===== src/rtl/hostwin_pkg.sv =====
package hostwin_pkg;

  typedef enum logic [1:0] {
    SLOT_CTRL = 2'd0,
    SLOT_OFFS = 2'd1,
    SLOT_DATA = 2'd2,
    SLOT_STAT = 2'd3
  } slot_e;

  // control word bit positions
  localparam int CB_PROGSEL = 0;
  localparam int CB_BANK    = 1;
  localparam int CB_RUN     = 5;
  localparam int CB_NODMA   = 14;
  localparam int CB_OFF     = 15;

  typedef struct packed {
    logic  wrCtrl;
    logic  wrOffs;
    logic  dataWr;
    logic  dataRd;
    logic  regRd;
    slot_e rdSlot;
  } strobe_t;

endpackage


===== src/rtl/hostwin_ctrl.sv =====
module hostwin_ctrl
  import hostwin_pkg::*;
(
  input  logic       clk,
  input  logic       rstN,
  input  logic       hostRd,
  input  logic       hostWr,
  input  logic [1:0] hostIdx,
  output strobe_t    stb,
  output logic       hostRvalid,
  output logic       dataPending
);

  slot_e slot;
  logic  rdEn;

  assign slot = slot_e'(hostIdx);
  assign rdEn = hostRd && !hostWr;   // a write wins over a read

  always_comb begin
    stb        = '0;
    stb.rdSlot = slot;
    stb.wrCtrl = hostWr && (slot == SLOT_CTRL);
    stb.wrOffs = hostWr && (slot == SLOT_OFFS);
    stb.dataWr = hostWr && (slot == SLOT_DATA);
    stb.dataRd = rdEn   && (slot == SLOT_DATA);
    stb.regRd  = rdEn   && (slot != SLOT_DATA);
  end

  always_ff @(posedge clk) begin
    if (!rstN) begin
      hostRvalid  <= 1'b0;
      dataPending <= 1'b0;
    end else begin
      hostRvalid  <= rdEn;
      dataPending <= stb.dataRd;
    end
  end

  AST_WR_BEATS_RD: assert property (@(posedge clk) disable iff (!rstN)
    (hostWr && hostRd) |=> !hostRvalid);

endmodule


===== src/rtl/hostwin_dp.sv =====
module hostwin_dp
  import hostwin_pkg::*;
#(
  parameter int          DATA_W      = 16,
  parameter int          ADDR_W      = 16,
  parameter int unsigned STATUS_WORD = 5
) (
  input  logic              clk,
  input  logic              rstN,
  input  strobe_t           stb,
  input  logic              dataPending,
  input  logic [DATA_W-1:0] hostWdata,
  input  logic [DATA_W-1:0] memRdata,
  output logic [DATA_W-1:0] hostRdata,
  output logic              memRe,
  output logic              memWe,
  output logic              memSelProg,
  output logic [ADDR_W-2:0] memAddr,
  output logic [DATA_W-1:0] memWdata,
  output logic              coprocReset,
  output logic              bankHint,
  output logic              dmaDisable,
  output logic              devDisable
);

  localparam logic [ADDR_W-1:0] STEP = ADDR_W'(2);

  logic [DATA_W-1:0] ctrlReg;
  logic [ADDR_W-1:0] offsReg;
  logic [DATA_W-1:0] regRdata;
  logic [DATA_W-1:0] offsWide;
  logic [DATA_W-1:0] regMux;

  always_comb begin
    offsWide              = '0;
    offsWide[ADDR_W-1:0]  = offsReg;
  end

  always_comb begin
    case (stb.rdSlot)
      SLOT_CTRL: regMux = ctrlReg;
      SLOT_OFFS: regMux = offsWide;
      default:   regMux = DATA_W'(STATUS_WORD);
    endcase
  end

  always_ff @(posedge clk) begin
    if (!rstN) begin
      ctrlReg  <= '0;
      offsReg  <= '0;
      regRdata <= '0;
    end else begin
      if (stb.wrCtrl) ctrlReg <= hostWdata;
      if (stb.wrOffs)
        offsReg <= hostWdata[ADDR_W-1:0];
      else if (stb.dataWr || stb.dataRd)
        offsReg <= offsReg + STEP;          // wraps modulo window
      if (stb.regRd) regRdata <= regMux;
    end
  end

  assign hostRdata   = dataPending ? memRdata : regRdata;
  assign memWe       = stb.dataWr;
  assign memRe       = stb.dataRd;
  assign memAddr     = offsReg[ADDR_W-1:1];
  assign memWdata    = hostWdata;
  assign memSelProg  = ctrlReg[CB_PROGSEL];
  assign coprocReset = !ctrlReg[CB_RUN];
  assign bankHint    = ctrlReg[CB_BANK];
  assign dmaDisable  = ctrlReg[CB_NODMA];
  assign devDisable  = ctrlReg[CB_OFF];

  AST_OFFS_ADVANCE: assert property (@(posedge clk) disable iff (!rstN)
    (stb.dataWr || stb.dataRd) |=> offsReg == $past(offsReg) + STEP);

  AST_RUN_RELEASE: assert property (@(posedge clk) disable iff (!rstN)
    stb.wrCtrl |=> coprocReset == !$past(hostWdata[CB_RUN]));

endmodule


===== src/rtl/hostwin_port.sv =====
module hostwin_port
  import hostwin_pkg::*;
#(
  parameter int          DATA_W      = 16,
  parameter int          ADDR_W      = 16,
  parameter int unsigned STATUS_WORD = 5
) (
  input  logic              clk,
  input  logic              rstN,
  input  logic              hostRd,
  input  logic              hostWr,
  input  logic [1:0]        hostIdx,
  input  logic [DATA_W-1:0] hostWdata,
  output logic [DATA_W-1:0] hostRdata,
  output logic              hostRvalid,
  output logic              memRe,
  output logic              memWe,
  output logic              memSelProg,
  output logic [ADDR_W-2:0] memAddr,
  output logic [DATA_W-1:0] memWdata,
  input  logic [DATA_W-1:0] memRdata,
  output logic              coprocReset,
  output logic              bankHint,
  output logic              dmaDisable,
  output logic              devDisable
);

  strobe_t stb;
  logic    dataPending;

  hostwin_ctrl u_ctrl (
    .clk(clk), .rstN(rstN), .hostRd(hostRd), .hostWr(hostWr),
    .hostIdx(hostIdx), .stb(stb), .hostRvalid(hostRvalid),
    .dataPending(dataPending)
  );

  hostwin_dp #(.DATA_W(DATA_W), .ADDR_W(ADDR_W), .STATUS_WORD(STATUS_WORD)) u_dp (
    .clk(clk), .rstN(rstN), .stb(stb), .dataPending(dataPending),
    .hostWdata(hostWdata), .memRdata(memRdata), .hostRdata(hostRdata),
    .memRe(memRe), .memWe(memWe), .memSelProg(memSelProg), .memAddr(memAddr),
    .memWdata(memWdata), .coprocReset(coprocReset), .bankHint(bankHint),
    .dmaDisable(dmaDisable), .devDisable(devDisable)
  );

  AST_MEM_ONLY_DATA: assert property (@(posedge clk) disable iff (!rstN)
    (memWe || memRe) |-> hostIdx == SLOT_DATA);

  AST_STAT_WRITE_INERT: assert property (@(posedge clk) disable iff (!rstN)
    (hostWr && hostIdx == SLOT_STAT) |=>
      (coprocReset == $past(coprocReset) && memAddr == $past(memAddr)
       && memSelProg == $past(memSelProg)));

endmodule


===== config.mk =====
export PLATFORM = sky130hd
export DESIGN_NAME = hostwin_port
export DESIGN_NICKNAME = d
export VERILOG_FILES = /design/src/rtl/hostwin_pkg.sv /design/src/rtl/hostwin_ctrl.sv /design/src/rtl/hostwin_dp.sv /design/src/rtl/hostwin_port.sv
export SDC_FILE = /design/constraint.sdc
export NUM_CORES = 1
export LEC_CHECK = 0
export BUFFER_PORTS_ARGS = -buffer_cell sky130_fd_sc_hd__buf_2
export CORE_MARGIN = 5
export CORE_UTILIZATION = 50
export DETAILED_ROUTE_END_ITERATION = 10
export PLACE_DENSITY_LB_ADDON = 0.1
export SYNTH_ARGS = -nofsm -noshare
export SYNTH_HDL_FRONTEND = slang
export SYNTH_HIERARCHICAL = 1
export SYNTH_SLANG_ARGS = --single-unit

===== constraint.sdc =====
create_clock -name clk -period 2.6 [get_ports clk]
set_input_delay 0.65 -clock clk [delete_from_list [all_inputs] [get_ports clk]]
set_output_delay 0.65 -clock clk [all_outputs]
set_load 0.01 [all_outputs]

After elaboration in Yosys (flattened, before gate mapping)
Cells that the tools add are included.
- register bits: 50
- input bits: 38
- word-level logic and storage cells: 24
- eq/ne operators: 3
- reductions and logical operators: 11
- add/subtract/negate cells: 1
- mux-type cells: 4
- operators with widths (cell ; number):
    $mux W16 ; 3
    $pmux W16 S2 ; 1
    $add A16 B2 Y16 const B ; 1
    $logic_and A1 B1 Y1 ; 6
    $eq A2 B1 Y1 const B ; 1
    $eq A2 B2 Y1 const B ; 1
    $logic_not A1 Y1 ; 2
    $logic_not A2 Y1 ; 1
    $ne A2 B2 Y1 const B ; 1
    $reduce_bool A2 Y1 ; 1
    $logic_or A1 B1 Y1 ; 1

Logic depth before layout (Yosys ltp)
Gate-level depths: netlist (run 1).
- depth after elaboration: 6
- mapped depth: 8
- gate-level depth less buffers: 6

Modules after synthesis
Netlist (run 1), hierarchy kept.
- modules (own cells, without submodules) (module ; seq. area each (µm²) ; area each (µm²) ; times used ; cells each):
    hostwin_dp ; 960.9 ; 2610.0 ; 1 ; 302
    hostwin_ctrl ; 40.0 ; 123.9 ; 1 ; 15

Worst setup path after synthesis (run 1)
No wires, ideal clock.
- kind: input to register
- from: input hostIdx[0]
- to: register u_dp.offsReg[14]
- stages on the path: 6
- setup slack: 0.399 ns
- arrival: 2.126 ns
- path buffers: 0
- cell sequence: nand2b_1 > nor2_1 > o211ai_2 > or3_4 > or4_1 > a31oi_1
- RTL lines (element ; RTL line ; source):
    from (decl) ; hostwin_port.sv:12 ; input logic [1:0] hostIdx,
    to (signal assigned) ; hostwin_dp.sv:55 ; offsReg <= hostWdata[ADDR_W-1:0];
    to (signal assigned) ; hostwin_dp.sv:57 ; offsReg <= offsReg + STEP;
    to (decl) ; hostwin_dp.sv:29 ; logic [ADDR_W-1:0] offsReg;

Worst setup path after layout (run 1)
- from: input hostIdx[0]
- to: output memRe
- cells in the longest elaborated chain, start to end: 2
- RTL lines (element ; RTL line ; source):
    $eq A2 B2 Y1 ; hostwin_ctrl.sv:26 ; stb.dataRd = rdEn && (slot == SLOT_DATA);
    $logic_and A1 B1 Y1 ; hostwin_ctrl.sv:26 ;
    to (decl) ; hostwin_port.sv:16 ; output logic memRe,
No other way between the ends.

==> run_results.csv, run 1 <==
group,metric,value,unit
status,status,"finished, final reports clean",
placed_design,dp_hpwl,4480,um
critical_path,crit_arrival,1450,ps
grt,gr-usage-all-layers,0.174,
sta,skew,5.34,ps
synth,ys_types,35,
synth,avgSynthCellArea,8.62,um2
synth,synth_top_area_share,0.366,
synth,syn_inst,317,
sta,tns,0,ps
clock_tree,postCtsSetupRepairBufs,0,
finish,fillers,535,
finish,multiInputGateArea,1330,um2
routing,wl_per_cell,13.7,um
synth,yosysTopAreaCell,"dfxtp_1",
grt,grt_pass1_vias,2053,
grt,grt_max_degree,50,
placed_design,place_congestion,0.833,
clock_tree,clock_sinks,50,
sta,slew_headroom,0.549,
sta,fmax,475,MHz
synth,ys_seq_elements,50,
sta,fin_crit_sh,0.809,
sta,setup_viol,0,
routing,drtAntennaViolNets,0,
critical_path,criticalPathCategory,"in -> out",
floorplan,fp.dieW,83.9,um
synth,synth.area.top_cells,"dfxtp_1 37%, mux2i_1 12%, buf_4 9.6%",
floorplan,start_util,0.506,
synth,syn-cell-area,2730,um2
power,power_density,480,nW/um2
worst_hold_path,min_path_type,"reg -> reg",
placed_design,numPortBuffers,92,
critical_path,cp_slowest_cell,"nand2b_1",
grt,antenna_found_initial,0,
sta,slew_viol_final,0,
sta,worst_slew_pin_slew,676,ps
finish,layout-drive-gt1-share,0.316,
critical_path,path_common_cell,"buf_2",
critical_path,r2r_start,"u_dp/offsReg[1]",
sta,hold_viol_final,0,
finish,fin_nets,408,
clock_tree,hold_buffers,0,
worst_hold_path,min_from,"u_dp/offsReg[0]",
floorplan,fp.dieH,83.9,um
grt,grt_pass1_wl,10100,um
clock_tree,h-tree-depth,2,
power,irDropWorstVdd,0.297,mV
synth,synth_nets,356,
power,p_leak,0.00132,uW
floorplan,core-area,5410,um2
clock_tree,cts_buffers,5,
routing,vias_per_cell,4.88,
clock_tree,cts_tree,"done",
synth,ys_seq_area_frac,0.366,
routing,drt_iter0_drc,97,
clock_tree,clockRootBuffer,"clkbuf_8",
routing,vias,2158,
routing,drtPass1Iterations,4,
sta,rsz0062_at_grt,"no",
grt,gr-total-overflow,0,
floorplan,dieArea,7050,um2
routing,routed_wl,6060,um
synth,yosysWarnings,6,
power,power.total,1490,uW
finish,register_area,1000,um2
critical_path,startpoint_type,"input port",
finish,areaGrowthSynthToFinish,13.3,%
critical_path,cp_cell_sequence,"buf_2, nand2b_1, nor2_1, buf_4, buf_2",
clock_tree,cts_buffer_depth,2,
critical_path,worst_ep_required_time,1950,ps
clock_tree,ctsResizeCount,0,
run,max_cap_viol_count,0,
critical_path,startpoint,"hostIdx[0]",
routing,drc,0,
clock_tree,cts.clk_slew.worst_paths,80,ps
critical_path,end_kind,"primary output",
sta,min_period,2100,ps
critical_path,critPathMaxFanout,6,
floorplan,std_cell_rows,27,
finish,diodes,0,
critical_path,crit_path_max_incr_delay,200,ps
floorplan,ios,93,
clock_tree,clk_latency,300,ps
-- per-layer routing --
metal | vias up | share of wire | global-route usage
li1 | 1135 | - | -
met1 | 961 | 0.50 | 0.245
met2 | 57 | 0.43 | 0.265
met3 | 5 | 0.066 | 0.0513
met4 | 0 | 0.0073 | 0.0351
met5 | - | 0 | 0
-- synth_stat cells (all sizes together) --
| master | number |
|---|---|
| or4 | 1 |
| buf | 37 |
| xor2 | 2 |
| nor2 | 4 |
| o22ai | 14 |
| and3 | 1 |
| dfxtp | 50 |
| xnor2 | 11 |
| nor2b | 18 |
| a31oi | 1 |
| mux2i | 32 |
| o221a | 2 |
| inv | 19 |
| o2111ai | 1 |
| nor3 | 3 |
| o211a | 1 |
| nand2 | 22 |
| nand3 | 3 |
| and3b | 1 |
| nor4 | 4 |
| o21ai | 29 |
| nor3b | 2 |
| o31ai | 1 |
| ha | 1 |
| clkbuf | 17 |
| and2 | 17 |
| mux2 | 4 |
| a21oi | 11 |
| o211ai | 1 |
| nand4 | 2 |
| nand2b | 4 |
| or3 | 1 |
-- final timing paths --
path	endpoint	slack (ps)	cells after the start
worst max-delay path	memRe	500	5
worst max register to register	u_dp/offsReg[14]	930	4
worst min-delay path	u_dp/offsReg[0]	520	2
worst min register to register	u_dp/offsReg[0]	520	2
-- power breakdown --
group	total [uW]	internal, uW	switching [uW]	leakage, uW
Sequential	819	791	27.6	0.000406
Combinational	211	99.5	111	0.000868
Clock	457	215	242	0.0000482
-- metrics by stage --
step	worst slack (ps)	std cells	hold slack [ps]	utilization	area (um2)
global placement	262	434	492	0.556	3010
global route	356	442	553	0.573	3100
finish	496	442	523	0.573	3100
floorplan	399	317	477	-	2730
detailed placement	225	434	508	0.556	3010
CTS	489	442	532	0.573	3100
-- flip-flops by register name, summed over array words and instances (netlist names) --
signal / cells
u_ctrl/dataPending: 1
u_dp/ctrlReg: 16
u_ctrl/hostRvalid: 1
u_dp/offsReg: 16
u_dp/regRdata: 16
-- cell usage in the layout (no fill, tap or decap), types with 2 or more instances in the layout --
master | Yosys | layout
buf_4 | 35 | 7
o221a_2 | 2 | 2
nand4_1 | 2 | 2
buf_2 | 2 | 92
nand3_1 | 2 | 2
xor2_1 | 2 | 2
nand2b_1 | 4 | 4
a21oi_1 | 11 | 11
xnor2_1 | 11 | 11
nor2_1 | 4 | 4
mux2i_1 | 32 | 32
and2_1 | 17 | 17
nand2_1 | 22 | 22
nor2b_1 | 17 | 17
o21ai_0 | 29 | 29
nor3_1 | 3 | 3
clkbuf_8 | 0 | 6
o22ai_1 | 14 | 14
inv_1 | 19 | 19
dfxtp_1 | 50 | 50
nor4_1 | 4 | 4
mux2_2 | 4 | 4
-- worst max-delay path: cells and delay by family --
kind                   cells  cell delay [ps]
buffers and inverters      3              420
AND/OR/NAND/NOR            2              380
-- logic make-up (layout without fill, tap and decap cells) --
family,Yosys count,count (layout),synth area share
buf+inv,73,126,0.149
compound gates,61,61,0.130
xor+xnor,13,13,0.0416
fa+ha+maj,1,1,0.00458
mux,36,36,0.134
flops,50,50,0.366
simple gates,83,83,0.175
-- cell type report --
class                      instances  area share
clock buffer                       7      0.0279
clock inverter                     1     0.00162
inverter                          19      0.0230
multi-input combinational        194       0.429
sequential                        50       0.323
tap                               72      0.0291
timing repair buffer              99       0.166
No activity file was read; power rests on OpenSTA's default activity.
==> run 2: changes to the inputs <==
Settings changed: ABC_AREA set to 1, CORE_UTILIZATION 50 to 46.
Clock period 2.6 ns to 1.72 ns, I/O delays scaled along.
==> run_results.csv, run 2 <==
group,metric,value,unit
status,status,"finished, final reports clean",
critical_path,end_kind,"primary output",
power,swShare,0.255,
grt,grt_pass1_wl,12400,um
placed_design,place_congestion,0.886,
synth,ys.flop_type,"dfxtp_1",
grt,grt_pass1_vias,2503,
finish,areaGrowthSynthToFinish,16.4,%
floorplan,start_util,0.467,
finish,final_common_cell,"buf_2",
critical_path,ff2ff_setup_slack,300,ps
clock_tree,clock_sinks,50,
placed_design,pre_cts_ws,30.8,ps
synth,synth-edff-count,0,
floorplan,std_cell_rows,29,
worst_hold_path,min_path_type,"in -> reg",
synth,ys_types,32,
critical_path,startpoint_type,"register",
critical_path,rr_endpoint,"u_dp/offsReg[11]",
floorplan,ios,93,
sta,setup_viol,0,
synth,synth.area.top_cells,"dfxtp_1 34%, o21ai_0 9.3%, buf_4 9.0%",
grt,grt_max_degree,21,
finish,multiInputGateArea,1270,um2
clock_tree,clk_latency,300,ps
power,irDropWorstVdd,0.424,mV
sta,rsz0062_at_grt,"no",
sta,fmax,632,MHz
synth,yosys-top-cells-count,"66 x inv_1, 63 x nand2_1, 54 x o21ai_0",
clock_tree,cts_buffer_depth,2,
critical_path,critPathMaxFanout,4,
synth,async_flop_share,0,
synth,yosys.cell_count.top_type,"inv_1",
clock_tree,postCtsSetupRepairBufs,0,
finish,diodes,0,
power,power_density,794,nW/um2
floorplan,dieArea,8030,um2
grt,gr-usage-all-layers,0.198,
synth,ys_seq_elements,50,
routing,routed_wl,7860,um
clock_tree,clockRootBuffer,"clkbuf_8",
clock_tree,hold_buffers,0,
routing,vias_per_cell,5.01,
sta,slew_viol_final,0,
placed_design,dp_hpwl,6190,um
critical_path,r2r_start,"u_dp/offsReg[1]",
finish,final_core_util,0.544,
synth,avgSynthCellArea,6.75,um2
routing,drtPass1Iterations,4,
critical_path,crit_arrival,1150,ps
power,clkPwrFrac,0.379,
synth,yosysTopAreaCell,"dfxtp_1",
synth,synth_top_area_share,0.343,
finish,fillers,652,
sta,min_period,1580,ps
routing,vias,2862,
sta,slew_headroom,0.612,
synth,syn-cell-area,2920,um2
power,p_int,2010,uW
routing,wl_per_cell,13.8,um
grt,gr-total-overflow,0,
routing,drc,0,
finish,reg_top3,"u_dp/ctrlReg x16, u_dp/offsReg x16, u_dp/regRdata x16",
finish,register_area,1000,um2
synth,syn_inst,432,
sta,hold_viol_final,0,
worst_hold_path,min_path_cells,3,
worst_hold_path,hold_end,"u_ctrl/hostRvalid",
power,power_switching,688,uW
finish,layout_common_cells,"92 x buf_2, 66 x inv_1, 63 x nand2_1",
sta,holdWs,396,ps
power,p_leak,0.00161,uW
grt,antenna_found_initial,0,
clock_tree,ctsResizeCount,0,
run,max_cap_viol_count,0,
finish,layout-drive-gt1-share,0.285,
clock_tree,cts_tree,"done",
finish,fin_nets,532,
critical_path,criticalPathCategory,"reg -> out",
floorplan,core-area,6240,um2
sta,skew,6.00,ps
clock_tree,cts.clk_slew.worst_paths,100,ps
clock_tree,h-tree-depth,2,
worst_hold_path,min_from,"hostRd",
power,power.share.combinational,0.161,
floorplan,fp.dieH,89.6,um
clock_tree,cts_buffers,5,
sta,worst_slack,137,ps
synth,synth_nets,471,
routing,drtAntennaViolNets,0,
critical_path,worst_ep_required_time,1290,ps
synth,ys_seq_area_frac,0.343,
power,seq_power_share,0.461,
floorplan,fp.dieW,89.6,um
placed_design,numPortBuffers,92,
sta,tns,0,ps
critical_path,reg2reg_depth,8,
sta,fin_crit_sh,0.920,
routing,drt_iter0_drc,183,
synth,yosysWarnings,6,
sta,worst_slew_pin_slew,581,ps
## run 2: changes by cell type in the layout (fill, tap and decap cells not counted), sizes merged, moves of 11 or more
cell and delta:
inv +54, nand2 +45, a21oi +35, mux2i -32, nor2 +30, o21ai +27
nor2b -18, and2 -17, nand3 +12, xnor2 -11
## run 2: cell families after synthesis
| family | after synthesis | share of synthesized area |
|---|---|---|
| buffers and inverters | 129 | 0.221 |
| AO/OA/AOI/OAI | 126 | 0.232 |
| flip-flops | 50 | 0.343 |
| multiplexers | 2 | 0.00772 |
| AND/OR/NAND/NOR | 124 | 0.192 |
| adder cells (fa/ha/maj) | 1 | 0.00429 |
## run 2: per-stage QoR
stage          std cells  power [uW]  cell area (um2)
2_1_floorplan        432        1560             2920
3_3_place_gp         563        1700             3250
3_5_place_dp         563        1700             3250
4_1_cts              571        2730             3390
5_1_grt              571        2830             3390
6_report             571        2700             3390
## run 2: worst max-delay path: stages, from the launching register on
cell and delay, ps:
dfxtp_2 380, mux2_2 330, buf_2 140
## run 2: layout make-up
type	instances	area share
Tap cell	77	0.0284
Inverter	75	0.0844
Multi-Input combinational cell	253	0.374
Clock inverter	2	0.0177
Timing Repair Buffer	108	0.176
Sequential cell	50	0.295
Clock buffer	6	0.0243
## run 2: how the worst max path moves through the flow
stage,end,slack [ps],from
floorplan,u_dp/offsReg[10],290,hostIdx[1]
global placement,u_dp/offsReg[14],50,hostIdx[1]
detailed placement,u_dp/offsReg[14],30,hostIdx[1]
CTS,hostRdata[4],30,u_ctrl/dataPending
global route,hostRdata[4],40,u_ctrl/dataPending
finish,hostRdata[2],140,u_ctrl/dataPending
## run 2: layer usage
layer | wire length (um) | track usage | up-vias
met2 | 3340 | 0.305 | 115
met1 | 3750 | 0.292 | 1251
li1 | - | - | 1491
met4 | 48 | 0.0392 | 0
met3 | 720 | 0.0319 | 5
met5 | 0 | 0 | -
## run 2: power groups by stage
stage,Clock [uW],Combinational (uW),Sequential (uW)
after global placement,0,430,1270
after detailed placement,0,434,1270
final,1020,433,1240
after CTS,1050,436,1240
after floorplan,0,289,1270
after global routing,1090,489,1250
==> run 3: changes to the inputs <==
Settings changed: CORE_MARGIN 5 to 2.
==> run_results.csv, run 3 (synthesis gave the netlist of run 2 again) <==
group,metric,value,unit
status,status,"finished, final reports clean",
floorplan,std_cell_rows,29,
placed_design,numPortBuffers,92,
grt,grt_max_degree,24,
routing,vias_per_cell,5.09,
finish,multiInputGateArea,1270,um2
routing,drtPass1Iterations,5,
floorplan,fp.dieH,83.6,um
finish,register_area,1000,um2
placed_design,place_inst,561,
critical_path,critPathMaxFanout,8,
finish,fillers,648,
finish,layout-drive-gt1-share,0.283,
floorplan,fp.dieW,83.6,um
power,power_density,696,nW/um2
finish,fin_nets,531,
sta,worst_slew_pin_slew,604,ps
sta,slew_viol_final,0,
routing,drtAntennaViolNets,0,
critical_path,startpoint_type,"register",
critical_path,criticalPathCategory,"reg -> out",
finish,areaGrowthSynthToFinish,13.7,%
clock_tree,h-tree-depth,2,
clock_tree,clk_latency,290,ps
clock_tree,cts_buffer_depth,2,
placed_design,place_congestion,0.921,
finish,layout_common_cells,"92 x buf_2, 66 x inv_1, 63 x nand2_1",
critical_path,crit_arrival,1150,ps
sta,fin_crit_sh,0.921,
sta,tns,0,ps
floorplan,ios,93,
grt,antenna_found_initial,0,
finish,reg_top3,"u_dp/ctrlReg x16, u_dp/offsReg x16, u_dp/regRdata x16",
sta,worst_slack,136,ps
sta,skew,4.25,ps
sta,min_period,1580,ps
routing,wl_per_cell,13.2,um
clock_tree,cts_buffers,5,
clock_tree,cts_tree,"done",
sta,slew_headroom,0.597,
grt,grt_pass1_vias,2542,
routing,drc,0,
finish,final_cells,569,
floorplan,core-area,6240,um2
finish,final_common_cell,"buf_2",
sta,rsz0062_at_grt,"no",
power,power.total,2310,uW
routing,routed_wl,7540,um
power,irDropWorstVdd,0.301,mV
critical_path,cp_slowest_cell,"dfxtp_4",
clock_tree,clock_sinks,50,
grt,gr-usage-all-layers,0.213,
placed_design,pre_cts_ws,20.4,ps
clock_tree,clockRootBuffer,"clkbuf_8",
critical_path,crit_path_max_incr_delay,400,ps
floorplan,start_util,0.467,
grt,gr-total-overflow,0,
routing,vias,2899,
critical_path,cp_cell_sequence,"mux2_2, buf_2",
sta,hold_viol_final,0,
placed_design,dp_hpwl,5830,um
finish,final_core_util,0.531,
critical_path,end_kind,"primary output",
finish,diodes,0,
power,p_leak,0.00157,uW
floorplan,dieArea,6990,um2
worst_hold_path,min_path_type,"in -> reg",
run,max_cap_viol_count,0,
grt,grt_pass1_wl,12300,um
sta,setup_viol,0,
routing,drt_iter0_drc,185,
sta,fmax,631,MHz
critical_path,worst_ep_required_time,1290,ps
clock_tree,cts.clk_slew.worst_paths,80,ps
-- run 3: changes by cell type in the layout (fill, tap and decap cells not counted), sizes merged --
cell	before	now
clkinv	2	4
bufinv	2	0
clkbuf	6	5
buf	108	107
-- run 3: cell type report --
cell class	count	area share
Clock buffer	5	0.0207
Clock inverter	2	0.00302
Inverter	75	0.0864
Multi-Input combinational cell	253	0.383
Sequential cell	50	0.303
Tap cell	77	0.0290
Timing Repair Buffer	107	0.175
-- run 3: report_power, final --
group	switching, uW	internal, uW	total, uW
sequential	28.9	1210	1240
combinational	258	168	426
clock	367	274	641
total	654	1650	2310
-- run 3: worst paths after layout --
kind / start / end / slack [ps] / cells past startpoint
worst max-delay path: u_ctrl/dataPending / hostRdata[0] / 140 / 2
worst min-delay path: hostWdata[0] / u_dp/offsReg[0] / 410 / 3
worst max register to register: u_dp/offsReg[1] / u_dp/offsReg[11] / 270 / 8
worst min register to register: u_dp/ctrlReg[8] / u_dp/ctrlReg[8] / 460 / 2
-- run 3: worst max-delay path, delay by kind of cell (launching register included) --
family	cells	cell delay, ps
DFF	1	400
muxes	1	330
buffers and inverters	1	140
-- run 3: repair_timing --
item                                    4_1_cts  5_1_grt
endpoints found under the setup margin       12       11
resized for setup                             1        3
setup buffers                                 0        1
hold buffers                                  0        0
-- run 3: through the flow --
stage	instance area, um2	hold slack (ps)
final	3320	407
after global placement	3220	443
after CTS	3300	394
after detailed placement	3220	446
after global routing	3320	386
after floorplan	2920	435
-- run 3: metal layers --
metal,track usage,part of all wire,vias up
li1,-,-,1480
met1,0.323,0.48,1299
met2,0.311,0.44,114
met3,0.0396,0.074,6
met4,0.0484,0.0077,0
met5,0,0,-
